===== src/rtl/flash_cmd_pkg.sv =====
`timescale 1ns/1ps
package flash_cmd_pkg;

  typedef enum logic [3:0] {
    OP_NONE     = 4'd0,
    OP_PROG     = 4'd1,
    OP_BERASE   = 4'd2,
    OP_CERASE   = 4'd3,
    OP_SUSP     = 4'd4,
    OP_RESUME   = 4'd5,
    OP_RESET    = 4'd6,
    OP_SETPROT  = 4'd7,
    OP_RDPROT   = 4'd8,
    OP_TMPUNP   = 4'd9
  } op_e;

  typedef enum logic [3:0] {
    S_READ, S_CU1, S_CU2, S_PGM, S_ER1, S_ER2, S_ER3,
    S_WIN, S_PU1, S_PU2, S_PRT
  } st_e;

  localparam int KEY_W = 14;
  localparam logic [KEY_W-1:0] K_CMD_A  = 14'h1554;
  localparam logic [KEY_W-1:0] K_CMD_B  = 14'h2AA8;
  localparam logic [KEY_W-1:0] K_PROT_A = 14'h2A54;
  localparam logic [KEY_W-1:0] K_PROT_B = 14'h15A8;

  localparam logic [7:0] C_UNLK_A  = 8'hA8;
  localparam logic [7:0] C_UNLK_B  = 8'h54;
  localparam logic [7:0] C_PROG    = 8'hA0;
  localparam logic [7:0] C_ESETUP  = 8'h80;
  localparam logic [7:0] C_CONFIRM = 8'h30;
  localparam logic [7:0] C_CHIP    = 8'h10;
  localparam logic [7:0] C_RESET   = 8'hF0;
  localparam logic [7:0] C_SUSP    = 8'hB0;
  localparam logic [7:0] C_SETPROT = 8'hC0;
  localparam logic [7:0] C_RDPROT  = 8'h90;
  localparam logic [7:0] C_TMPUNP  = 8'hC1;

endpackage


===== src/rtl/flash_cmd_decode.sv =====
`timescale 1ns/1ps
module flash_cmd_decode
  import flash_cmd_pkg::*;
(
  input  logic [KEY_W-1:0] key_addr,
  input  logic [7:0]       key_data,
  output logic             pfx_cmd_a,
  output logic             pfx_cmd_b,
  output logic             pfx_prot_a,
  output logic             pfx_prot_b,
  output logic             at_cmd,
  output logic             at_prot
);
  logic at_cmd_b, at_prot_b;

  always_comb begin
    at_cmd     = (key_addr == K_CMD_A);
    at_cmd_b   = (key_addr == K_CMD_B);
    at_prot    = (key_addr == K_PROT_A);
    at_prot_b  = (key_addr == K_PROT_B);
    pfx_cmd_a  = at_cmd    && (key_data == C_UNLK_A);
    pfx_cmd_b  = at_cmd_b  && (key_data == C_UNLK_B);
    pfx_prot_a = at_prot   && (key_data == C_UNLK_A);
    pfx_prot_b = at_prot_b && (key_data == C_UNLK_B);
  end
endmodule


===== src/rtl/flash_erase_window.sv =====
`timescale 1ns/1ps
module flash_erase_window #(
  parameter int NBLK   = 8,
  parameter int WIN_US = 96,
  localparam int BLK_W = (NBLK > 1) ? $clog2(NBLK) : 1,
  localparam int CNT_W = (WIN_US > 1) ? $clog2(WIN_US) : 1
) (
  input  logic            clk,
  input  logic            rst_n,
  input  logic            start,
  input  logic            add,
  input  logic [BLK_W-1:0] blk_idx,
  input  logic            run,
  input  logic            tick,
  output logic [NBLK-1:0] mask,
  output logic            expire
);
  logic [NBLK-1:0]  sel;
  logic [CNT_W-1:0] cnt;

  for (genvar g = 0; g < NBLK; g++) begin : g_sel
    assign sel[g] = (blk_idx == BLK_W'(g));
  end

  assign expire = run && tick && !(start || add) && (cnt == CNT_W'(WIN_US - 1));

  always_ff @(posedge clk or negedge rst_n) begin
    if (!rst_n) begin
      mask <= '0;
      cnt  <= '0;
    end else begin
      if (start) begin
        mask <= sel;
        cnt  <= '0;
      end else if (add) begin
        mask <= mask | sel;
        cnt  <= '0;
      end else if (run && tick && !expire) begin
        cnt  <= cnt + 1'b1;
      end
    end
  end
endmodule


===== src/rtl/flash_cmd_fsm.sv =====
`timescale 1ns/1ps
module flash_cmd_fsm
  import flash_cmd_pkg::*;
#(
  parameter int ADDR_W = 19
) (
  input  logic              clk,
  input  logic              rst_n,
  input  logic              wr_valid,
  input  logic [ADDR_W-1:0] wr_addr,
  input  logic [15:0]       wr_data,
  input  logic              pfx_cmd_a,
  input  logic              pfx_cmd_b,
  input  logic              pfx_prot_a,
  input  logic              pfx_prot_b,
  input  logic              at_cmd,
  input  logic              at_prot,
  input  logic              flash_busy,
  input  logic              flash_susp,
  input  logic              win_expire,
  output logic              win_start,
  output logic              win_add,
  output logic              win_run,
  output logic              op_valid,
  output op_e               op_code,
  output logic [ADDR_W-1:0] op_addr,
  output logic [15:0]       op_data
);
  st_e        st, st_n;
  op_e        op_n;
  logic       pend, pend_n;
  logic [7:0] b;

  assign b       = wr_data[7:0];
  assign win_run = (st == S_WIN);

  always_comb begin
    st_n      = st;
    op_n      = OP_NONE;
    pend_n    = 1'b0;
    win_start = 1'b0;
    win_add   = 1'b0;
    if (wr_valid) begin
      unique case (st)
        S_PGM: begin op_n = OP_PROG;    st_n = S_READ; end
        S_PRT: begin op_n = OP_SETPROT; st_n = S_READ; end
        default: begin
          if (b == C_RESET && !flash_susp) begin
            op_n = OP_RESET;
            st_n = S_READ;
          end else begin
            st_n = S_READ;
            case (st)
              S_READ: begin
                if (flash_busy) begin
                  if (b == C_SUSP) op_n = OP_SUSP;
                end else if (flash_susp) begin
                  if (b == C_CONFIRM) op_n = OP_RESUME;
                  else if (pfx_cmd_a) st_n = S_CU1;
                end else if (pfx_cmd_a) begin
                  st_n = S_CU1;
                end else if (pfx_prot_a) begin
                  st_n = S_PU1;
                end
              end
              S_CU1: if (pfx_cmd_b) st_n = S_CU2;
              S_CU2: begin
                if (at_cmd && b == C_PROG) st_n = S_PGM;
                else if (at_cmd && b == C_ESETUP && !flash_susp) st_n = S_ER1;
              end
              S_ER1: if (pfx_cmd_a) st_n = S_ER2;
              S_ER2: if (pfx_cmd_b) st_n = S_ER3;
              S_ER3: begin
                if (b == C_CONFIRM) begin
                  win_start = 1'b1;
                  st_n      = S_WIN;
                end else if (b == C_CHIP) begin
                  op_n = OP_CERASE;
                end
              end
              S_WIN: begin
                if (b == C_CONFIRM) begin
                  win_add = 1'b1;
                  st_n    = S_WIN;
                end else if (b == C_SUSP) begin
                  op_n   = OP_BERASE;
                  pend_n = 1'b1;
                end
              end
              S_PU1: if (pfx_prot_b) st_n = S_PU2;
              S_PU2: begin
                if (at_prot && b == C_SETPROT)     st_n = S_PRT;
                else if (at_prot && b == C_RDPROT) op_n = OP_RDPROT;
                else if (at_prot && b == C_TMPUNP) op_n = OP_TMPUNP;
              end
              default: st_n = S_READ;
            endcase
          end
        end
      endcase
    end else if (st == S_WIN && win_expire) begin
      op_n = OP_BERASE;
      st_n = S_READ;
    end
    if (pend) op_n = OP_SUSP;
  end

  always_ff @(posedge clk or negedge rst_n) begin
    if (!rst_n) begin
      st       <= S_READ;
      pend     <= 1'b0;
      op_valid <= 1'b0;
      op_code  <= OP_NONE;
      op_addr  <= '0;
      op_data  <= '0;
    end else begin
      st       <= st_n;
      pend     <= pend_n;
      op_valid <= (op_n != OP_NONE);
      op_code  <= op_n;
      if (wr_valid && op_n != OP_NONE) begin
        op_addr <= wr_addr;
        op_data <= wr_data;
      end
    end
  end
endmodule


===== src/rtl/flash_cmd_seq.sv =====
`timescale 1ns/1ps
module flash_cmd_seq
  import flash_cmd_pkg::*;
#(
  parameter int ADDR_W  = 19,
  parameter int NBLK    = 8,
  parameter int BLK_LSB = 16,
  parameter int WIN_US  = 96,
  localparam int BLK_W  = (NBLK > 1) ? $clog2(NBLK) : 1
) (
  input  logic              clk,
  input  logic              rst_n,
  input  logic              us_tick,
  input  logic              wr_valid,
  input  logic [ADDR_W-1:0] wr_addr,
  input  logic [15:0]       wr_data,
  input  logic              flash_busy,
  input  logic              flash_susp,
  output logic              op_valid,
  output logic [3:0]        op_code,
  output logic [ADDR_W-1:0] op_addr,
  output logic [15:0]       op_data,
  output logic [NBLK-1:0]   op_blk_mask,
  output logic              win_open
);
  logic pfx_cmd_a, pfx_cmd_b, pfx_prot_a, pfx_prot_b, at_cmd, at_prot;
  logic win_start, win_add, win_run, win_expire;
  logic [NBLK-1:0] mask;
  op_e  code;

  flash_cmd_decode u_dec (
    .key_addr   (wr_addr[KEY_W-1:0]),
    .key_data   (wr_data[7:0]),
    .pfx_cmd_a  (pfx_cmd_a),
    .pfx_cmd_b  (pfx_cmd_b),
    .pfx_prot_a (pfx_prot_a),
    .pfx_prot_b (pfx_prot_b),
    .at_cmd     (at_cmd),
    .at_prot    (at_prot)
  );

  flash_cmd_fsm #(.ADDR_W(ADDR_W)) u_fsm (
    .clk        (clk),
    .rst_n      (rst_n),
    .wr_valid   (wr_valid),
    .wr_addr    (wr_addr),
    .wr_data    (wr_data),
    .pfx_cmd_a  (pfx_cmd_a),
    .pfx_cmd_b  (pfx_cmd_b),
    .pfx_prot_a (pfx_prot_a),
    .pfx_prot_b (pfx_prot_b),
    .at_cmd     (at_cmd),
    .at_prot    (at_prot),
    .flash_busy (flash_busy),
    .flash_susp (flash_susp),
    .win_expire (win_expire),
    .win_start  (win_start),
    .win_add    (win_add),
    .win_run    (win_run),
    .op_valid   (op_valid),
    .op_code    (code),
    .op_addr    (op_addr),
    .op_data    (op_data)
  );

  flash_erase_window #(.NBLK(NBLK), .WIN_US(WIN_US)) u_win (
    .clk     (clk),
    .rst_n   (rst_n),
    .start   (win_start),
    .add     (win_add),
    .blk_idx (wr_addr[BLK_LSB +: BLK_W]),
    .run     (win_run),
    .tick    (us_tick),
    .mask    (mask),
    .expire  (win_expire)
  );

  assign op_code     = code;
  assign win_open    = win_run;
  assign op_blk_mask = (op_valid && code == OP_BERASE) ? mask : '0;
endmodule


===== config.mk =====
export PLATFORM = sky130hd
export DESIGN_NAME = flash_cmd_seq
export DESIGN_NICKNAME = d
export VERILOG_FILES = /design/src/rtl/flash_cmd_pkg.sv /design/src/rtl/flash_cmd_decode.sv /design/src/rtl/flash_erase_window.sv /design/src/rtl/flash_cmd_fsm.sv /design/src/rtl/flash_cmd_seq.sv
export SDC_FILE = /design/constraint.sdc
export NUM_CORES = 1
export LEC_CHECK = 0
export BUFFER_PORTS_ARGS = -buffer_cell sky130_fd_sc_hd__clkbuf_2
export CORE_UTILIZATION = 47
export DETAILED_ROUTE_END_ITERATION = 8
export PLACE_DENSITY = 0.82
export REMOVE_ABC_BUFFERS = 1
export SLEW_MARGIN = 10
export SYNTH_ARGS = -nofsm -noshare
export SYNTH_HDL_FRONTEND = slang
export SYNTH_SLANG_ARGS = --single-unit

===== constraint.sdc =====
create_clock -name clk -period 2.4 [get_ports clk]
set_input_delay 0.36 -clock clk [delete_from_list [all_inputs] [get_ports clk]]
set_output_delay 0.36 -clock clk [all_outputs]
set_load 0.005 [all_outputs]

==> results of run 1 <==
## stage by stage
step | setup WS [ns] | setup TNS, ns
after global routing | -0.04828 | -1.028
after global placement | -0.1327 | -4.141
final | 0.02361 | 0
after floorplan | -0.6975 | -22.29
after detailed placement | -0.2047 | -6.771
after CTS | -0.03971 | -0.4295
## critical path: stages, from the launching register on
cell	delay (ns)
dfrtp_1	0.41
buf_6	0.14
nand2_1	0.07
o31a_1	0.36
and4_4	0.23
a211oi_4	0.27
a41oi_4	0.17
buf_12	0.17
buf_12	0.15
mux2_4	0.30
## layout by cell type (no fill, tap or decap), types with 3 or more instances in the layout
master / n
a32o_1: 4
and2_1: 9
buf_12: 3
buf_4: 46
buf_6: 4
clkbuf_2: 89
clkbuf_8: 9
clkinv_4: 3
dfrtp_1: 59
inv_1: 4
mux2_2: 5
mux2_4: 30
nand2_1: 17
nand2b_1: 6
nand3_1: 5
nand3b_1: 3
nand4_1: 4
nor2_1: 22
nor2b_1: 5
nor3_1: 7
nor4_1: 4
o21ai_0: 5
o21ai_1: 3
o2bb2ai_1: 4
or3_1: 5
xor2_1: 4
## logic make-up after synthesis
family | Yosys count
AND/OR/NAND/NOR | 112
flip-flops | 60
multiplexers | 37
AO/OA/AOI/OAI | 36
buffers and inverters | 15
XOR/XNOR | 6
adder cells (fa/ha/maj) | 1
## registers in the layout, summed over array words and instances (netlist names)
register and count:
u_fsm.op_addr 19, u_fsm.op_data 16, u_win.mask 8, u_win.cnt 7, u_fsm.op_code 4, u_fsm.st 4
u_fsm.op_valid 1, u_fsm.pend 1
## power groups by stage
stage / logic (mW) / clock network, mW / registers, mW
6_report: 0.262 / 0.928 / 1.09
5_1_grt: 0.285 / 0.993 / 1.09
4_1_cts: 0.255 / 0.942 / 1.08
3_5_place_dp: 0.255 / 0 / 1.10
3_3_place_gp: 0.247 / 0 / 1.10
2_1_floorplan: 0.0880 / 0 / 1.10
## metal layers
metal	global-route usage (%)	up-vias	wire length, um	share of wire (%)
met2	39.12	109	4098	49
met4	8.307	0	190	2.3
met5	0	-	0	0
li1	-	1268	-	-
met1	28.86	1314	3405	41
met3	7.122	22	631	7.6
## layout make-up
class	count	area [um2]	share of cell area [%]
Clock buffer	9	123.9	2.852
Clock inverter	7	75.07	1.729
Inverter	4	15.01	0.3457
Multi-Input combinational cell	192	1619	37.28
Sequential cell	60	1503	34.60
Tap cell	77	96.34	2.218
Timing Repair Buffer	143	910.9	20.97
## worst max-delay path by stage
stage	slack, ns	end	cells past startpoint	from
after floorplan	-0.70	u_fsm.op_addr[0]	6	wr_addr[12]
after global placement	-0.13	u_fsm.op_addr[2]	8	wr_addr[12]
after detailed placement	-0.20	u_fsm.op_data[13]	8	wr_addr[12]
after CTS	-0.04	u_fsm.op_data[13]	6	u_fsm.st[1]
after global routing	-0.05	u_fsm.op_data[7]	9	u_fsm.st[0]
final	0.02	u_fsm.op_data[13]	9	u_fsm.st[0]
## what timing repair did
item | CTS | global route
resized for setup | 1 | 24
endpoints found under the setup margin | 21 | 40
cloned | 0 | 1
buffers inserted | 0 | 6
pin swaps | 0 | 7
hold buffers | 0 | 0
==> impl_results.md, run 1 <==
* Sum of net half-perimeters after detailed placement at 6.137 mm
* Sequential share of power at 47.7%
* H-tree depth reported by CTS at 3
* Horizontal extent of the die at 84.07 um
* Top achievable clock speed at 420.8 MHz
* Signal arrival time at the worst endpoint at 2.61 ns
* Switch share at 25.92%
* Failing checks: design-rule violations
* Post-route worst hold slack at 0.03735 ns
* Row count at 29
* Peak supply drop at 412.3 uV
* Area growth from synthesis to final layout at 37.19%
* Final-report max-slew violation count at 0
* Clk pin slew, worst setup/hold paths at 0.07 ns
* Gate count of the mapped netlist at 267
* RR Startpoint: u_fsm.st[0]
* Fin crit share at 99.02%
* Outcome: complete, but fails checks
* Count of endpoints failing hold in the final timing report at 0
* Multiplexer share of the synthesized area at 16.64%
* Post-synthesis register bit count at 60
* Total global routing overflow at 0
* Clock tree from TritonCTS: done
* Core region area at 6422 um2
* Simple logic cell fraction of the synthesized area at 21.11%
* Clk Latency, worst-skew pair at 0.35 ns
* Number of enable flip-flop cells after synthesis at 0
* Proportion of synthesized chip area in sequential cells at 47.43%
* Final worst clock skew at 0.009633 ns
* Top-level I/O count at 90
* Max Cap Viol at 0
* Total Routing Usage GR at 23.48%
* Gp weighted congestion at 0.8984
* Cell type with the largest total area after synthesis: dfrtp_1
* Effective utilization at floorplan at 49.29%
* Vias per cell at 5.514
* Number of global-route vias before repair at 2696
* Combinational Power Share at 11.5%
* Share of final-layout standard cells stronger than drive strength 1 at 51.33%
* Avg WL per Cell at 16.92 um
* Number of input and output port buffers inserted at 89
* Total CTS buffers at 9
* CTS max path bufs at 2
* Shortest period the worst path allows at 2.376 ns
* Main area contributors after synthesis: dfrtp_1 (47%), mux2_4 (14%), nor2_1 (2.6%)
* Dominant synthesized flop cell: dfrtp_1
* Setup slack of the worst register-to-register path at 0.02 ns
* Clock root cell: clkbuf_8
* Final standard cell utilization of the core at 67.62%
* Filler cells at 488
* Final std cell area, no fill at 4343 um2
* Power Dens Cells at 523.9 nW/um2
* Internal power at 1.686 mW
* Total Power Consumption at 2.275 mW
* Path depth of the worst reg2reg path at 9
* Vias after detailed routing at 2713
* Final-report setup violation count at 0
* Worst slew margin relative to its limit at 55.58%
* ANT nets after route at 0
* Cell Count Post-Placement at 469
* Critical Path Source Type: flip-flop
* Area fraction in compound gates after synthesis at 9.249%
* Initial antenna violation count at 0
* Combinational family with the most area after synthesis: simple AND/OR/NAND/NOR gates
* Fraction of power consumed by the clock network at 40.8%
* Pin count of the biggest net entering global routing at 38
* Async set-reset flop share out of synthesis at 100.0%
* Detailed-routing iteration count for the pre-antenna-repair pass at 6
* Netlist area before placement at 3166 um2
* Leakage power total at 2.159 nW
* Kind of critical path: reg -> reg
* Syn avg cell area at 11.86 um2
* Clock sinks at 60
* First-pass GRT wire length at 12.87 mm
* Iteration-0 DRC count of the detailed router at 154
* Commonest cells post-synth: dfrtp_1 (60), mux2_4 (30), nor2_1 (22)
* Destination of the worst register-to-register timing path: u_fsm.op_data[13]
* Count of distinct cell types in the synthesized netlist at 60
* Height of the die at 84.07 um
* Switching power summed over all nets at 0.5898 mW
* Final Non-Filler Cells at 492
* YS warnings at 0
* Number of nets in the layout at 452
* Highest fanout seen on the critical path at 11
* Top-count cell post-synth: dfrtp_1
* Total cell area at the placement stage at 3976 um2
* WP data required at 2.63 ns
* Min-delay worst type: in -> async
* Die footprint at 7068 um2
* CP endpoint kind: flip-flop
* XOR/XNOR share of the synthesized area at 1.660%
* Adder and majority cell fraction of the synthesized area at 0.3953%
* Actual slew at the worst max-slew pin at 0.6663 ns
* Post-detailed-routing wire length at 8.326 mm
* Synth top area share at 47.43%
* DR DRC count at 15
* Antenna diode instance count at 0
Power figures use the tool's default switching activity.
==> run 2: changes to the inputs <==
==> constraint.sdc (replaced) <==
create_clock -name clk -period 2.4 [get_ports clk]
set_input_delay 0.12 -clock clk [delete_from_list [all_inputs] [get_ports clk]]
set_output_delay 0.12 -clock clk [all_outputs]
set_load 0.005 [all_outputs]
==> run 2 against run 1 <==
Global-route usage fell by 0.84 points. Cell count down 3.7%. Non-clock buffer count down 18. Critical path depth did not move. Clock-buffer cell count unchanged. Worst hold slack worse by 0.024 ns. Fmax shrank 0.22%. Setup slack got worse by 0.0053 ns. The run still ends with design-rule violations left.
==> impl_results.md, run 2 (same netlist as run 1, synthesis figures left out) <==
* Outcome: complete, but fails checks
* Failing checks: design-rule violations
* Delay contributed by the slowest stage of the critical path at 0.43 ns (+0.02 ns)
* Max FFs per register at 19 (unchanged)
* CP endpoint kind: flip-flop
* Final-report max-slew violation count at 0 (unchanged)
* Share of final-layout standard cells stronger than drive strength 1 at 47.10% (-4.2 points)
* Clock sinks at 60 (unchanged)
* Actual slew at the worst max-slew pin at 0.8024 ns (+0.1360 ns)
* Largest regs: u_fsm.op_addr (19), u_fsm.op_data (16), u_win.mask (8)
* Kind of critical path: reg -> reg
* Antenna diode instance count at 0 (unchanged)
* H-tree depth reported by CTS at 3 (unchanged)
* ANT nets after route at 0 (unchanged)
* Sum of net half-perimeters after detailed placement at 5.508 mm (-10%)
* Highest fanout seen on the critical path at 7 (-4)
* Leakage power total at 2.060 nW (-4.6%)
* Worst Min Path Start: wr_data[14]
* Number of nets in the layout at 434 (-4.0%)
* Hold Path Stages at 2
* Top-level I/O count at 90 (unchanged)
* Height of the die at 84.07 um (unchanged)
* Vias per cell at 5.561 (+0.85%)
* Post-detailed-routing wire length at 7.978 mm (-4.2%)
* Final worst clock skew at 0.007397 ns (-0.002236 ns)
* Most flop-heavy register: u_fsm.op_addr
* Count of endpoints failing hold in the final timing report at 0 (unchanged)
* Final-report setup violation count at 0 (unchanged)
* Most used cells in the layout excluding fill and tap cells: clkbuf_2 (89), dfrtp_1 (58), mux2_4 (30), nor2_1 (22), buf_4 (19)
* Clk Latency, worst-skew pair at 0.34 ns (about the same)
* Total Power Consumption at 2.259 mW (-0.73%)
* WP data required at 2.63 ns (about the same)
* Min-delay worst type: in -> reg
* Signal arrival time at the worst endpoint at 2.61 ns (about the same)
* Max Cap Viol at 0 (unchanged)
* Worst path bufs/invs at 3 (unchanged)
* Path depth of the worst reg2reg path at 9 (unchanged)
* Area growth from synthesis to final layout at 34.03%
* Count of cell instances traversed by the critical path at 9 (unchanged)
* Total Routing Usage GR at 22.64% (-0.84 points)
* DR DRC count at 14 (-1)
* Power Dens Cells at 532.4 nW/um2 (+1.6%)
* Row count at 29 (unchanged)
* Clk pin slew, worst setup/hold paths at 0.07 ns (about the same)
* Setup repair after global routing missed its margin: yes
* Slowest library cell on the worst path: dfrtp_1
* Core region area at 6422 um2 (unchanged)
* Vias after detailed routing at 2636 (-2.8%)
* Die footprint at 7068 um2 (unchanged)
* Worst slew margin relative to its limit at 46.51% (-9.1 points)
* Total global routing overflow at 0 (unchanged)
* CTS max path bufs at 2 (unchanged)
* Destination of the worst register-to-register timing path: u_fsm.op_data[1]
* Family with the most delay on the worst path: simple AND/OR/NAND/NOR gates
* Initial antenna violation count at 0 (unchanged)
* Pin count of the biggest net entering global routing at 32 (-16%)
* Iteration-0 DRC count of the detailed router at 180 (+17%)
* Capture endpoint of the worst hold path: u_fsm.op_data[14]
* Number of input and output port buffers inserted at 89 (unchanged)
* Horizontal extent of the die at 84.07 um (unchanged)
* RR Startpoint: u_fsm.st[0]
* First-pass GRT wire length at 12.56 mm (-2.4%)
* Peak supply drop at 309.0 uV (-25%)
* Clock root cell: clkbuf_8
* Filler cells at 479 (-1.8%)
* Cells traversed along the worst timing path: buf_4, or3_4, a21boi_2, and4_4, a211oi_4, a41oi_4, buf_6, clkbuf_16, mux2_4
* Post-route worst hold slack at 0.01343 ns (-0.02392 ns)
* Shortest period the worst path allows at 2.382 ns (+0.005344 ns)
* Final standard cell utilization of the core at 66.06% (-1.6 points)
* Critical Path Source Type: flip-flop
* Gp weighted congestion at 0.8745 (-2.7%)
* Top achievable clock speed at 419.9 MHz (-0.22%)
* Effective utilization at floorplan at 49.29% (unchanged)
* Avg WL per Cell at 16.83 um (-0.54%)
* Clock tree from TritonCTS: done
* Detailed-routing iteration count for the pre-antenna-repair pass at 6 (unchanged)
* Number of global-route vias before repair at 2574 (-4.5%)
* Commonest non-fill, non-tap cell in the layout: clkbuf_2
* Setup slack of the worst register-to-register path at 0.02 ns (about the same)
* Fin crit share at 99.24% (+0.22 points)
* Total CTS buffers at 9 (unchanged)
[run 2: cell count changes in the layout (fill, tap and decap cells not counted), sizes merged]
cell	change
buf	-28
dlygate4sd3	+8
clkbuf	+2
clkinv	-2
clkinvlp	+2
[run 2: area by class of cell]
cell class / count / area, um2 / area share (%)
Clock buffer: 9 / 123.9 / 2.919
Inverter: 4 / 15.01 / 0.3539
Multi-Input combinational cell: 192 / 1609 / 37.92
Sequential cell: 60 / 1504 / 35.45
Timing Repair Buffer: 125 / 818.3 / 19.29
Tap cell: 77 / 96.34 / 2.271
Clock inverter: 7 / 76.32 / 1.799
[run 2: worst max-delay path by stage]
stage,from,end,slack [ns]
2_1_floorplan,u_fsm.st[0],u_fsm.op_addr[0],-0.61
3_3_place_gp,u_fsm.st[0],u_fsm.op_addr[1],0.03
3_5_place_dp,u_fsm.st[0],u_fsm.op_addr[3],-0.008
4_1_cts,u_fsm.st[1],u_fsm.op_addr[3],0.006
5_1_grt,u_fsm.st[0],u_fsm.op_data[3],-0.03
6_report,u_fsm.st[0],u_fsm.op_data[1],0.02
[run 2: power breakdown]
part	internal, mW	switching, mW	leakage, nW
logic	0.141	0.115	1.16
clock network	0.484	0.434	0.0958
registers	1.06	0.0280	0.808
[run 2: per-layer routing]
| metal | GRT usage (%) | wire length (um) |
|---|---|---|
| met1 | 30.43 | 3462 |
| met2 | 35.25 | 3856 |
| met3 | 5.737 | 562 |
| met4 | 8.621 | 96 |
| met5 | 0 | 0 |
[run 2: timing repair]
item,4_1_cts,5_1_grt
buffers inserted,0,4
pin swaps,0,5
hold buffers,8,0
resized for setup,2,16
setup endpoints to repair,5,35
hold endpoints to repair,37,0
gates cloned,0,3
[run 2: per-stage QoR]
stage | std cells | instance area (um2) | setup slack (ns) | setup TNS, ns
after floorplan | 256 | 3069 | -0.6108 | -19.25
after global placement | 443 | 3794 | 0.03399 | 0
after detailed placement | 443 | 3794 | -0.008074 | -0.02225
after CTS | 467 | 4075 | 0.006178 | 0
after global routing | 474 | 4243 | -0.03185 | -0.5436
final | 474 | 4243 | 0.01826 | 0
